[config.mk]
export PLATFORM = sky130hd
export DESIGN_NAME = vec_hinarrow_unit
export DESIGN_NICKNAME = d
export VERILOG_FILES = /design/src/rtl/vhn_pkg.sv /design/src/rtl/vhn_lane.sv /design/src/rtl/vhn_pack.sv /design/src/rtl/vhn_merge.sv /design/src/rtl/vec_hinarrow_unit.sv
export SDC_FILE = /design/constraint.sdc
export NUM_CORES = 1
export LEC_CHECK = 0
export ABC_AREA = 1
export BUFFER_PORTS_ARGS = -buffer_cell sky130_fd_sc_hd__buf_2
export CORE_MARGIN = 1.5
export CORE_UTILIZATION = 52
export CTS_CLUSTER_DIAMETER = 30
export DETAILED_ROUTE_END_ITERATION = 10
export PLACE_DENSITY_LB_ADDON = 0.15
export SYNTH_ARGS = -nofsm -noshare
export SYNTH_HDL_FRONTEND = slang
export SYNTH_SLANG_ARGS = --single-unit
[constraint.sdc]
create_clock -name clk -period 8.2 [get_ports clk]
set_clock_uncertainty 0.05 [all_clocks]
set_input_delay 0.82 -clock clk [delete_from_list [all_inputs] [get_ports clk]]
set_output_delay 0.82 -clock clk [all_outputs]
set_load 0.05 [all_outputs]
[src/rtl/vhn_pkg.sv]
// Package: shared constants and the size-code type for the high-narrow unit.
// Assumes the narrow width doubles with each size code starting at 8 bits.
package vhn_pkg;

    localparam int unsigned NUM_SIZES = 3;
    localparam int unsigned BASE_ESZ  = 8;

    typedef enum logic [1:0] {
        SZ_BYTE = 2'd0,
        SZ_HALF = 2'd1,
        SZ_WORD = 2'd2,
        SZ_RSVD = 2'd3
    } vhn_size_e;

    // Narrow lane width for a given size index.
    function automatic int unsigned narrow_width(input int unsigned idx);
        return BASE_ESZ << idx;
    endfunction

endpackage

[src/rtl/vhn_lane.sv]
// Module: one lane. Adds or subtracts two double-width values, optionally
// adds a half-LSB rounding constant, and returns the upper half.
// Assumes: all arithmetic wraps modulo 2^(2*ESZ); there is no data-dependent path.
module vhn_lane #(
    parameter int unsigned ESZ = 8
) (
    input  logic [2*ESZ-1:0] a,
    input  logic [2*ESZ-1:0] b,
    input  logic             sub,
    input  logic             rnd,
    output logic [ESZ-1:0]   q
);
    localparam int unsigned TW = 2 * ESZ;

    logic [TW-1:0] b_eff;
    logic [TW-1:0] cin_v;
    logic [TW-1:0] rc_v;
    logic [TW-1:0] total;

    // Two's-complement subtract as invert plus carry-in; rounding constant add.
    always_comb begin
        b_eff = sub ? ~b : b;
        cin_v = {{(TW-1){1'b0}}, sub};
        rc_v  = rnd ? (TW'(1) << (ESZ - 1)) : '0;
        total = a + b_eff + cin_v + rc_v;
        q     = total[TW-1:ESZ];
    end
endmodule

[src/rtl/vhn_pack.sv]
// Module: one fixed lane width. Instantiates NW/ESZ lanes across the operands
// and packs their narrowed outputs into an NW-bit vector.
// Assumes: NW is a multiple of ESZ; lane e is at e*2*ESZ in each source.
module vhn_pack #(
    parameter int unsigned NW  = 64,
    parameter int unsigned ESZ = 8
) (
    input  logic [2*NW-1:0] a,
    input  logic [2*NW-1:0] b,
    input  logic            sub,
    input  logic            rnd,
    output logic [NW-1:0]   q
);
    localparam int unsigned LANES = NW / ESZ;
    localparam int unsigned SW    = 2 * ESZ;

    for (genvar e = 0; e < LANES; e++) begin : g_lane
        vhn_lane #(.ESZ(ESZ)) u_lane (
            .a   (a[e*SW +: SW]),
            .b   (b[e*SW +: SW]),
            .sub (sub),
            .rnd (rnd),
            .q   (q[e*ESZ +: ESZ])
        );
    end
endmodule

[src/rtl/vhn_merge.sv]
// Module: places the narrowed vector into the low half (high half zeroed)
// or into the high half (low half kept from the previous value).
// Assumes: the destination is exactly twice the width of the narrow vector.
module vhn_merge #(
    parameter int unsigned NW = 64
) (
    input  logic [NW-1:0]   narrow,
    input  logic [2*NW-1:0] prev,
    input  logic            hi_sel,
    output logic [2*NW-1:0] merged
);
    // Choose the destination half.
    always_comb begin
        if (hi_sel) merged = {narrow, prev[NW-1:0]};
        else        merged = {{NW{1'b0}}, narrow};
    end
endmodule

[src/rtl/vec_hinarrow_unit.sv]
// Module: top of the high-narrow add/subtract unit. Builds one packer per
// legal size, selects one by size code, merges it into the destination and
// registers the outputs. Latency is one cycle and does not depend on the data.
// Assumes: synchronous active-low reset; size code 3 is reserved.
module vec_hinarrow_unit
    import vhn_pkg::*;
#(
    parameter int unsigned NARROW_W = 64
) (
    input  logic                    clk,
    input  logic                    rst_n,
    input  logic                    in_valid,
    input  logic [2*NARROW_W-1:0]   opa,
    input  logic [2*NARROW_W-1:0]   opb,
    input  logic [2*NARROW_W-1:0]   dst_prev,
    input  logic [1:0]              size_code,
    input  logic                    sub_sel,
    input  logic                    rnd_sel,
    input  logic                    hi_sel,
    output logic                    out_valid,
    output logic [2*NARROW_W-1:0]   dst_new,
    output logic                    undef_flag
);
    localparam int unsigned DW = 2 * NARROW_W;

    logic [NARROW_W-1:0] res_by_size [NUM_SIZES];
    logic [NARROW_W-1:0] narrow_sel;
    logic [DW-1:0]       merged;
    logic [DW-1:0]       next_dst;
    logic                is_rsvd;

    for (genvar s = 0; s < NUM_SIZES; s++) begin : g_size
        vhn_pack #(
            .NW  (NARROW_W),
            .ESZ (narrow_width(s))
        ) u_pack (
            .a   (opa),
            .b   (opb),
            .sub (sub_sel),
            .rnd (rnd_sel),
            .q   (res_by_size[s])
        );
    end

    // Select the packed result for the requested lane width.
    always_comb begin
        case (vhn_size_e'(size_code))
            SZ_BYTE: narrow_sel = res_by_size[0];
            SZ_HALF: narrow_sel = res_by_size[1];
            SZ_WORD: narrow_sel = res_by_size[2];
            default: narrow_sel = '0;
        endcase
    end

    vhn_merge #(.NW(NARROW_W)) u_merge (
        .narrow (narrow_sel),
        .prev   (dst_prev),
        .hi_sel (hi_sel),
        .merged (merged)
    );

    // A reserved size code leaves the destination unchanged.
    always_comb begin
        is_rsvd  = (vhn_size_e'(size_code) == SZ_RSVD);
        next_dst = is_rsvd ? dst_prev : merged;
    end

    // Output register stage with a one-cycle valid strobe.
    always_ff @(posedge clk) begin
        if (!rst_n) begin
            out_valid  <= 1'b0;
            dst_new    <= '0;
            undef_flag <= 1'b0;
        end else begin
            out_valid <= in_valid;
            if (in_valid) begin
                dst_new    <= next_dst;
                undef_flag <= is_rsvd;
            end
        end
    end

    // the strobe follows the input by exactly one cycle
    a_r8_valid_latency: assert property (@(posedge clk) disable iff (!rst_n)
        in_valid |=> out_valid);

    // idle cycles hold the outputs and drop the strobe
    a_r8_idle_hold: assert property (@(posedge clk) disable iff (!rst_n)
        !in_valid |=> (!out_valid && $stable(dst_new) && $stable(undef_flag)));

    // a reserved code flags and keeps the destination
    a_r7_rsvd_keeps: assert property (@(posedge clk) disable iff (!rst_n)
        (in_valid && size_code == 2'd3) |=> (undef_flag && dst_new == $past(dst_prev)));

    // a low-half write clears the upper half
    a_r5_low_clears: assert property (@(posedge clk) disable iff (!rst_n)
        (in_valid && size_code != 2'd3 && !hi_sel) |=> (dst_new[DW-1:NARROW_W] == '0 && !undef_flag));

    // a high-half write keeps the lower half
    a_r6_high_keeps: assert property (@(posedge clk) disable iff (!rst_n)
        (in_valid && size_code != 2'd3 && hi_sel) |=> (dst_new[NARROW_W-1:0] == $past(dst_prev[NARROW_W-1:0])));

endmodule

Word level (Yosys, flattened, before mapping) --
Index checks and enable logic that the tools add are counted.
Cells by class: add/subtract/negate cells 42, multiply operators 0, divide/modulo/power cells 0, order comparisons 0, equal/unequal tests 3, shift-type cells 0, muxes and demuxes 20, bitwise logic cells 14, reductions and logical operators 1
Operators with widths (count):
- 2-to-1 mux 128 bit | 2
- adder 16 bit | 15
- adder 32 bit | 7
- adder 64 bit | 3
- case mux 64 bit (3 select lines) | 1
- 2-to-1 mux 32 bit | 5
- 2-to-1 mux 16 bit | 9
- adder 16 x 1 -> 16 bit | 8
- adder 32 x 1 -> 32 bit | 4
- adder 64 x 1 -> 64 bit | 2
- 2-to-1 mux 64 bit | 2
- NOT 16 bit | 8
- NOT 32 bit | 4
- NOT 64 bit | 2
- adder 64 x 32 -> 64 bit | 1
- adder 32 x 16 -> 32 bit | 1
- adder 16 x 8 -> 16 bit | 1
- 2-to-1 mux 8 bit | 1
- equality test 2 bit (second input constant) | 2
- equality test 2 x 1 -> 1 bit (second input constant) | 1
- zero test 2 bit | 1
Storage, ports and cells: flip-flop bits (word level) 130, latch bits 0, memory bits (writable) 0, ROM bits 0, input bits 392, output and inout bits 130, memories 0

Depth between registers and ports, before layout --
Gate-level depths: netlist (run 1).
depth after elaboration 8, gate-level depth with buffers 24, gate-level depth less buffers 22

By module --
A second synthesis (run 1) with hierarchy kept.
Second synthesis, totals: cell total of the unflattened synthesis 7083, area total of the unflattened synthesis 40202.3 um^2
By module, submodules not included:
- vhn_lane (g_size[2].u_pack.g_lane[0].u_lane ...) | times used 2, cells each 1132, area each 6124.6 um^2, sequential area each 0.0 um^2
- vhn_lane (g_size[0].u_pack.g_lane[0].u_lane ...) | times used 8, cells each 169, area each 1062.3 um^2, sequential area each 0.0 um^2
- vec_hinarrow_unit | times used 1, cells each 1398, area each 8042.7 um^2, sequential area each 2602.5 um^2
- vhn_lane (g_size[1].u_pack.g_lane[0].u_lane ...) | times used 2, cells each 434, area each 2509.9 um^2, sequential area each 0.0 um^2
- vhn_lane (g_size[1].u_pack.g_lane[2].u_lane ...) | times used 2, cells each 430, area each 2503.7 um^2, sequential area each 0.0 um^2
- vhn_merge | times used 1, cells each 341, area each 1385.1 um^2, sequential area each 0.0 um^2

Worst setup path before layout (run 1) --
Ideal clock, no wire load.
kind input -> register, start in sub_sel, end reg dst_new[91], library setup time 0.118 ns, arrival time 3.570 ns, data required time 8.032 ns, path slack 4.462 ns, cell stages on the path 21, buffers on the path 3, path through buf_4 clkbuf_1 buf_2 xor2_1 ha_1 ha_1 nand2_2 nor2_2 inv_2 nor2_2 inv_2 nor2_1 nand3_1 nand2_1 nand2_1 nand2_1 nand2_1 nand3_1 nand3_1 a21oi_1 nor2_1
On the way: cells in the longest elaborated chain, start to end 7, elaborated cells on any way between the ends 15, those cells by class 9 x add/sub; 6 x mux
Ends and longest elaborated chain:
- from (decl) | RTL line vec_hinarrow_unit.sv:17 | input logic sub_sel,
- 2-to-1 mux 64 bit, or another cell as far along | RTL line vhn_lane.sv:22 | b_eff = sub ? ~b : b;
- adder 64 bit, or another cell as far along | RTL line vhn_lane.sv:25 | total = a + b_eff + cin_v + rc_v;
- adder 64 x 1 -> 64 bit, or another cell as far along | RTL line vhn_lane.sv:25
- adder 64 x 32 -> 64 bit, or another cell as far along | RTL line vhn_lane.sv:25
- case mux 64 bit (3 select lines) * | RTL line vec_hinarrow_unit.sv:47 | case (vhn_size_e'(size_code))
- 2-to-1 mux 128 bit * | RTL line vhn_merge.sv:14 | if (hi_sel) merged = {narrow, prev[NW-1:0]};
- 2-to-1 mux 128 bit * | RTL line vec_hinarrow_unit.sv:65 | next_dst = is_rsvd ? dst_prev : merged;
- to (signal assigned) | RTL line vec_hinarrow_unit.sv:77 | dst_new <= next_dst;
- to (decl) | RTL line vec_hinarrow_unit.sv:21 | output logic [2*NARROW_W-1:0] dst_new,
Mark *: on every way between the ends. The rest lies on a longest branch, timed or not. A chain may end at the register's enable or synchronous reset.

Worst setup path in the final report (run 1) --
start in sub_sel, end reg dst_new[45]
On the way: cells in the longest elaborated chain, start to end 7, elaborated cells on any way between the ends 15, those cells by class 9 x add/sub; 6 x mux
Ends and longest elaborated chain (RTL line):
- 2-to-1 mux 64 bit, or another cell as far along | vhn_lane.sv:22
- adder 64 bit, or another cell as far along | vhn_lane.sv:25
- adder 64 x 1 -> 64 bit, or another cell as far along | vhn_lane.sv:25
- adder 64 bit, or another cell as far along | vhn_lane.sv:25
- case mux 64 bit (3 select lines) * | vec_hinarrow_unit.sv:47
- 2-to-1 mux 128 bit * | vhn_merge.sv:14
- 2-to-1 mux 128 bit * | vec_hinarrow_unit.sv:65
Marked as above.

==> results of run 1 <==
cell usage in the layout (no fill, tap or decap), types with 13 or more instances in the layout:
cell type	n
nand3b_1	21
nand2_2	13
nand2_1	1349
inv_1	599
nor2_4	19
o21ai_1	64
nand4_1	60
o21ai_0	233
nor3_1	54
buf_4	14
buf_2	519
o21bai_1	25
xor2_1	121
clkbuf_16	17
xnor2_1	16
nor2_2	45
a21oi_1	418
dfxtp_1	130
nor2_1	517
ha_1	256
nand3_1	457
fa_1	14
a21boi_0	13
inv_2	57
a31o_1	15
routing by layer:
metal | up-vias | global-route usage (%) | part of all wire, %
met4 | 2 | 34.0 | 9.0
met5 | - | 0 | 0.011
li1 | 16100 | - | -
met2 | 1964 | 71.6 | 44
met1 | 15100 | 51.2 | 37
met3 | 478 | 8.14 | 9.3
cells by family after synthesis:
family / after synthesis / synth area share, %
flip-flops: 130 / 10.2
AND/OR/NAND/NOR: 2572 / 43.1
buffers and inverters: 773 / 11.5
AO/OA/AOI/OAI: 804 / 16.8
XOR/XNOR: 137 / 4.71
adder cells (fa/ha/maj): 270 / 13.7
report_power, final:
group	switching [mW]	internal, mW	leakage, nW
Combinational	2.42	0.973	14.3
Sequential	0.0330	0.685	1.07
Clock	0.374	0.451	0.275
how the worst max path moves through the flow:
stage	startpoint	end	slack, ns	cells after the start
floorplan	sub_sel	dst_new[91]	4.46	21
global placement	sub_sel	dst_new[45]	3.24	17
detailed placement	sub_sel	dst_new[61]	3.26	20
CTS	sub_sel	dst_new[75]	3.74	17
global route	sub_sel	dst_new[49]	3.44	20
finish	sub_sel	dst_new[45]	3.64	18
layout make-up:
class | count | area [um^2] | area share [%]
Antenna cell | 3 | 7.51 | 0.0258
Multi-Input combinational cell | 3783 | 20000 | 68.5
Timing Repair Buffer | 535 | 2730 | 9.38
Clock inverter | 14 | 155 | 0.532
Sequential cell | 130 | 2600 | 8.93
Inverter | 658 | 2470 | 8.48
Clock buffer | 18 | 429 | 1.47
Tap cell | 615 | 769 | 2.64
sequential cells by signal (all words and copies together), names as in the netlist:
signal      count
undef_flag      1
dst_new       128
out_valid       1
Yosys cell counts (2+ instances only):
cell | n | area (um^2)
a21oi_1 | 418 | 2090
xnor2_1 | 16 | 140
inv_2 | 55 | 206
o211ai_1 | 3 | 22.5
a21boi_0 | 13 | 97.6
nor3_1 | 54 | 270
ha_1 | 256 | 3200
buf_1 | 9 | 33.8
buf_4 | 2 | 15.0
o21ai_0 | 233 | 1170
xor2_1 | 121 | 1060
clkbuf_1 | 80 | 300
nor2_2 | 44 | 275
a31o_1 | 15 | 131
or2_2 | 5 | 31.3
nand2_1 | 1349 | 5060
nor2_8 | 2 | 40.0
nor2_4 | 16 | 180
o21bai_1 | 25 | 188
a21o_1 | 6 | 45.0
nor2_1 | 521 | 1960
nand3b_1 | 21 | 158
a31oi_1 | 9 | 56.3
buf_2 | 19 | 95.1
a21oi_2 | 7 | 61.3
inv_1 | 602 | 2260
nand4_1 | 60 | 375
nand2_4 | 5 | 56.3
nand3_1 | 457 | 2290
o21ai_2 | 4 | 35.0
fa_1 | 14 | 280
nor3_2 | 9 | 90.1
and2_1 | 3 | 18.8
o21ai_1 | 64 | 320
nand3_2 | 4 | 40.0
and3_1 | 2 | 12.5
o21a_1 | 3 | 22.5
nor4_2 | 3 | 37.5
clkbuf_2 | 5 | 25.0
nand2_2 | 13 | 81.3
nor4_1 | 4 | 25.0
dfxtp_1 | 130 | 2600
a31o_2 | 3 | 26.3
worst min-delay path, cell delays in order (launching register included):
cell     delay, ns
dfxtp_1       0.31
nand2_1       0.06
a21oi_1       0.05
==> run summary, run 1 <==
worst r2r dst: dst_new[83]
hold path depth: 2
final setup vio count: 0
FMAX: 219 MHz
Worst Hold Class: reg -> reg
Cells after DPL: 5721
Sink Count: 130
Die H: 224 um
Pwr Total: 4.94 mW
CP max FO: 72
period utilization: 55.6%
post-layout util: 60.7%
Post-synth top flop: dfxtp_1
CP max-delay cell: buf_6
fin area: 29100 um^2
GR Util All Layers: 44.0%
slew margin rel.: 30.6%
Cells after Synth: 4686
worst path cell trace: buf_6 > buf_12 > xor2_1 > ha_1 > ha_1 > nand2_1 > nor2_2 > inv_2 > nor3_1 > nand2_1 > nand2_1 > nand2_1 > a21oi_1 > nor2_1 > nor2_1 > nand3_1 > nand2_1 > a21oi_1
Seq/Total Area, Yosys: 10.2%
Final min period: 4.56 ns
Placer Congestion: 1.07
I/O pins: 522
Worst Reg-to-Reg Cells: 3
Setup TNS: 0 ns
Layout area overhead: 14.3%
DR iter-0 viols: 3892
post-place setup slack: 3.26 ns
Initial Utilization: 53.1%
H-tree Lvls: 4
wire length per cell: 19.9 um
Setup crit end kind: flip-flop
Setup WS post-layout: 3.64 ns
count of buffers from port buffering: 521
Least-Margin Pin Slew: 1.04 ns
yosys warns: 0
Root Buffer: clkbuf_16
clk slew on worst S/H paths: 0.06 ns
setup repair bufs after CTS: 0
HPWL Detailed: 94700 um
post-CTS sizing: 0
core footprint: 48000 um^2
Via density: 5.85
leakage: 15.6 nW
worst hold start: dst_new[1]
initial antenna violation count: 2
Netlist Area Pre-Place: 25500 um^2
DRC: 0
synthesized flop and latch total: 130
largest net degree at the start of global routing: 88
outcome: completed
peak supply drop: 0.165 mV
Worst-Skew Late Latency: 0.48 ns
Longest Clk Path Bufs: 2
worst hold slack: 0.412 ns
cell mode on critical path: nand2_1
crit-path max cell delay: 0.51 ns
startpoint types: input pin
first-pass GRT wire length: 171000 um
vias in the first global route: 31200
EDFF count, synth: 0
syn_nets: 5348
final std cells w/o fill: 5756
post-synth cell types: 45
Nets: 5787
CP bufs+invs: 3
Avg Cell Area, Syn: 5.44 um^2
R2R Path Start: dst_new[83]
pwr/cell area: 169 nW/um^2
Max-Cap Viols: 0
worst setup path category: in -> reg
total number of vias: 33600
first drt pass iteration count: 7
total wire length: 115000 um
CTS tree: done
Cell Area, Placed: 28600 um^2
gr ovfl total: 0
CTS Buf Count: 17
DIE WIDTH: 224 um
die area: 50400 um^2
Slew Viols, Final: 0
Hold Buf Count CTS: 0
CP Data Required Time: 8.49 ns
hold path endpoint: dst_new[1]
crit-path leading delay family: simple AND/OR/NAND/NOR gates
Fin. Hold Viols: 0
Rows: 80
ys async rst share: 0%
# fillers: 5117
remaining antenna violation count: 0
layout cells sized above 1: 14.5%
r2r setup slk: 7.23 ns
RSZ-0062 raised after global routing: no
critical path arrival: 4.85 ns
No activity file was read; power rests on OpenSTA's default activity.
==> run 2: changes to the inputs <==
--- a/config.mk
+++ b/config.mk
@@ -5,12 +5,12 @@
 export SDC_FILE = /design/constraint.sdc
 export NUM_CORES = 1
 export LEC_CHECK = 0
-export ABC_AREA = 1
+export ABC_AREA = 0
 export BUFFER_PORTS_ARGS = -buffer_cell sky130_fd_sc_hd__buf_2
-export CORE_MARGIN = 1.5
-export CORE_UTILIZATION = 52
+export CORE_AREA = 2 2 204 206
 export CTS_CLUSTER_DIAMETER = 30
 export DETAILED_ROUTE_END_ITERATION = 10
+export DIE_AREA = 0 0 206 208
 export PLACE_DENSITY_LB_ADDON = 0.15
 export SYNTH_ARGS = -nofsm -noshare
 export SYNTH_HDL_FRONTEND = slang
==> constraint.sdc (replaced) <==
create_clock -name clk -period 4.67 [get_ports clk]
set_clock_uncertainty 0.05 [all_clocks]
set_input_delay 0.467 -clock clk [delete_from_list [all_inputs] [get_ports clk]]
set_output_delay 0.467 -clock clk [all_outputs]
set_load 0.05 [all_outputs]
==> run 2 against run 1 <==
  * Critical path depth is 3 lower
  * Combinational power is 74% higher
  * Clock power is 59% higher
  * Cell area is 13% lower
  * Worst setup slack worse by 3.4 ns
  * Synthesized cell count is 42% lower
  * Power is 72% higher
  * Non-clock buffer count is 289 higher
  * Utilization is 1.6 points higher
  * Die area is 15% lower
  * Sequential share of layout area is 1.4 points higher
  * Register-to-register slack worse by 3.5 ns
  * Largest power group unchanged
==> run summary, run 2 <==
Avg Cell Area, Syn: 7.29 um^2 (+34%)
initial antenna violation count: 6 (+4)
post-synth cell types: 91 (+100%)
Longest Clk Path Bufs: 2 (unchanged)
share of the synthesized area in the top cell type: 16.2% (-3.6 points)
outcome: completed
count of buffers from port buffering: 521 (unchanged)
Netlist Area Pre-Place: 19700 um^2 (-23%)
most frequent cell after synthesis: a21oi_1
peak supply drop: 0.174 mV (+5.5%)
most frequent cells in the layout: buf_2 (519), buf_4 (300), a21oi_1 (270)
r2r setup slk: 3.71 ns (-3.52 ns)
CTS tree: done
vias in the first global route: 24300 (-22%)
Final min period: 4.47 ns
multi-input logic area: 16100 um^2 (-19%)
DIE WIDTH: 206 um (-8.2%)
Die H: 208 um (-7.3%)
first-pass GRT wire length: 141000 um (-17%)
period utilization: 95.6%
Setup crit end kind: flip-flop
Initial Utilization: 48.7% (-4.4 points)
Cell Area, Placed: 24700 um^2 (-14%)
CP bufs+invs: 2 (-1)
commonest non-fill, non-tap cell in the layout: buf_2
largest net degree at the start of global routing: 89 (+1.1%)
core footprint: 40600 um^2 (-16%)
crit-path leading delay family: simple AND/OR/NAND/NOR gates
EDFF count, synth: 0 (unchanged)
Slew Viols, Final: 0 (unchanged)
Via density: 6.34 (+8.5%)
wire length per cell: 24.5 um (+23%)
Cells after Synth: 2709 (-42%)
Nets: 4036 (-30%)
fin area: 25300 um^2 (-13%)
max reg flops: 128 (unchanged)
total number of vias: 24900 (-26%)
layout cells sized above 1: 26.9% (+12 points)
first drt pass iteration count: 6 (-1)
Clk pwr share: 15.4% (-1.3 points)
yosys warns: 0 (unchanged)
crit path from: sub_sel
gr ovfl total: 0 (unchanged)
leakage: 12.2 nW (-22%)
internal power: 4.20 mW (+99%)
CP max FO: 44 (-39%)
I/O pins: 522 (unchanged)
GR Util All Layers: 43.1% (-0.95 points)
Post-synth top flop: dfxtp_1
Least-Margin Pin Slew: 1.36 ns (+0.317 ns)
number of cells on the critical path: 15 (-3)
Worst-Skew Late Latency: 0.44 ns (-0.04 ns)
Seq/Total Area, Yosys: 13.2% (+3.0 points)
Layout area overhead: 27.9%
R2R Path Start: dst_new[125]
critical path arrival: 4.81 ns (-0.04 ns)
DRC: 0 (unchanged)
largest area contributor in the netlist: ha_1
total wire length: 96200 um (-16%)
CP Data Required Time: 5.01 ns (-3.48 ns)
Worst Reg-to-Reg Cells: 3 (unchanged)
# fillers: 3743 (-27%)
worst r2r dst: dst_new[125]
Area contributors post-synth: ha_1 (16%), dfxtp_1 (13%), xor2_1 (7.5%)
pwr/cell area: 336 nW/um^2 (+98%)
final setup vio count: 0 (unchanged)
Switching Share: 50.5% (-6.8 points)
Sink Count: 130 (unchanged)
Pwr Total: 8.48 mW (+72%)
HPWL Detailed: 78700 um (-17%)
DR iter-0 viols: 3034 (-22%)
syn_nets: 3371 (-37%)
Sw Pwr: 4.28 mW (+51%)
RSZ-0062 raised after global routing: no
startpoint types: input pin
Placer Congestion: 1.08 (+0.34%)
Fin. Hold Viols: 0 (unchanged)
Worst Hold Class: in -> reg
Commonest cells post-synth: a21oi_1 (270), ha_1 (256), nand2_1 (239)
die area: 42800 um^2 (-15%)
FMAX: 224 MHz
Sequential Power Share: 15.1% (+0.6 points)
crit-path max cell delay: 0.45 ns (-0.06 ns)
ys async rst share: 0% (unchanged)
CTS Buf Count: 17 (unchanged)
worst setup path endpoint: dst_new[110]
register area: 2600 um^2 (unchanged)
synthesized flop and latch total: 130 (unchanged)
worst setup path category: in -> reg
slew margin rel.: 9.48% (-21 points)
worst path cell trace: buf_8 > xor2_1 > ha_1 > ha_1 > buf_4 > nand2_1 > or3_1 > nor4_1 > o311ai_1 > nand3_2 > a41oi_4 > or3_1 > a32o_1 > nor3_1 > o221a_2
Largest regs: dst_new: 128 flops, out_valid: 1 flops, undef_flag: 1 flops
remaining antenna violation count: 0 (unchanged)
Combinational Power Share: 69.5% (+0.8 points)
Rows: 74 (-7.5%)
H-tree Lvls: 4 (unchanged)
setup repair bufs after CTS: 0 (unchanged)
Biggest register: dst_new
Root Buffer: clkbuf_16
Max-Cap Viols: 0 (unchanged)
clk slew on worst S/H paths: 0.07 ns (about the same)
CP max-delay cell: nor4_1
Setup TNS: 0 ns (unchanged)
## run 2: changes by cell type in the layout (fill, tap and decap cells not counted), sizes merged, moves of 48 or more
cell and delta:
o21ai -68, inv -556, a21oi -151, a31oi +51, nand3 -402, nand2 -1128
nor2 -389, buf +289, xor2 +48, a21o +64, xnor2 +86
## run 2: kinds of logic (layout without fill, tap and decap cells)
group / after synthesis / count (layout) / synth area share (%)
AO/OA/AOI/OAI: 993 / 993 / 32.7
AND/OR/NAND/NOR: 736 / 736 / 17.4
buffers and inverters: 280 / 957 / 5.49
XOR/XNOR: 271 / 271 / 12.1
adder cells (fa/ha/maj): 270 / 270 / 17.6
flip-flops: 130 / 130 / 13.2
multiplexers: 29 / 29 / 1.53
other: 0 / 7 / 0
## run 2: how the worst min path moves through the flow
stage	from	endpoint	cells after the start
2_1_floorplan	dst_prev[65]	dst_new[65]	2
3_3_place_gp	dst_new[48]	dst_new[48]	2
3_5_place_dp	dst_new[22]	dst_new[22]	2
4_1_cts	dst_prev[65]	dst_new[65]	3
5_1_grt	dst_prev[65]	dst_new[65]	3
6_report	dst_prev[65]	dst_new[65]	3
## run 2: through the flow
stage               util (%)  hold slack, ns  setup WS (ns)  std cells
floorplan                  -           0.536        -0.0261       2709
global placement        60.9           0.384         -0.207       3887
detailed placement      60.9           0.397         -0.262       3887
CTS                     62.2           0.173          0.166       3918
global route            62.3           0.198        0.00799       3923
finish                  62.3           0.174          0.204       3925
## run 2: final cells by class
cell class / instances / share of cell area (%)
tap: 532 / 2.64
clock inverter: 13 / 0.441
antenna: 7 / 0.0694
inverter: 102 / 1.52
clock buffer: 18 / 1.70
sequential: 130 / 10.3
timing repair buffer: 824 / 19.6
multi-input combinational: 2299 / 63.7
## run 2: tightest hold or removal path, stage by stage
cell	delay, ns
buf_2	0.08
a222oi_1	0.05
inv_1	0.05
## run 2: power groups by stage
stage               sequential [mW]  combinational (mW)  clock (mW)
floorplan                      1.63                3.08           0
global placement               1.29                5.62           0
detailed placement             1.30                5.68           0
CTS                            1.27                5.72        1.30
global route                   1.29                6.24        1.34
finish                         1.28                5.89        1.31
## run 2: repair_timing
item / 4_1_cts / 5_1_grt
hold buffers: 0 / 0
setup endpoints to repair: 0 / 3
gates resized for setup: 0 / 3
## run 2: routing by layer
layer | track usage (%) | share of wire [%] | vias to the layer above
li1 | - | - | 11300
met1 | 51.6 | 39 | 11700
met2 | 70.0 | 45 | 1559
met3 | 9.01 | 9.6 | 349
met4 | 26.4 | 6.5 | 2
met5 | 1.38 | 0.083 | -
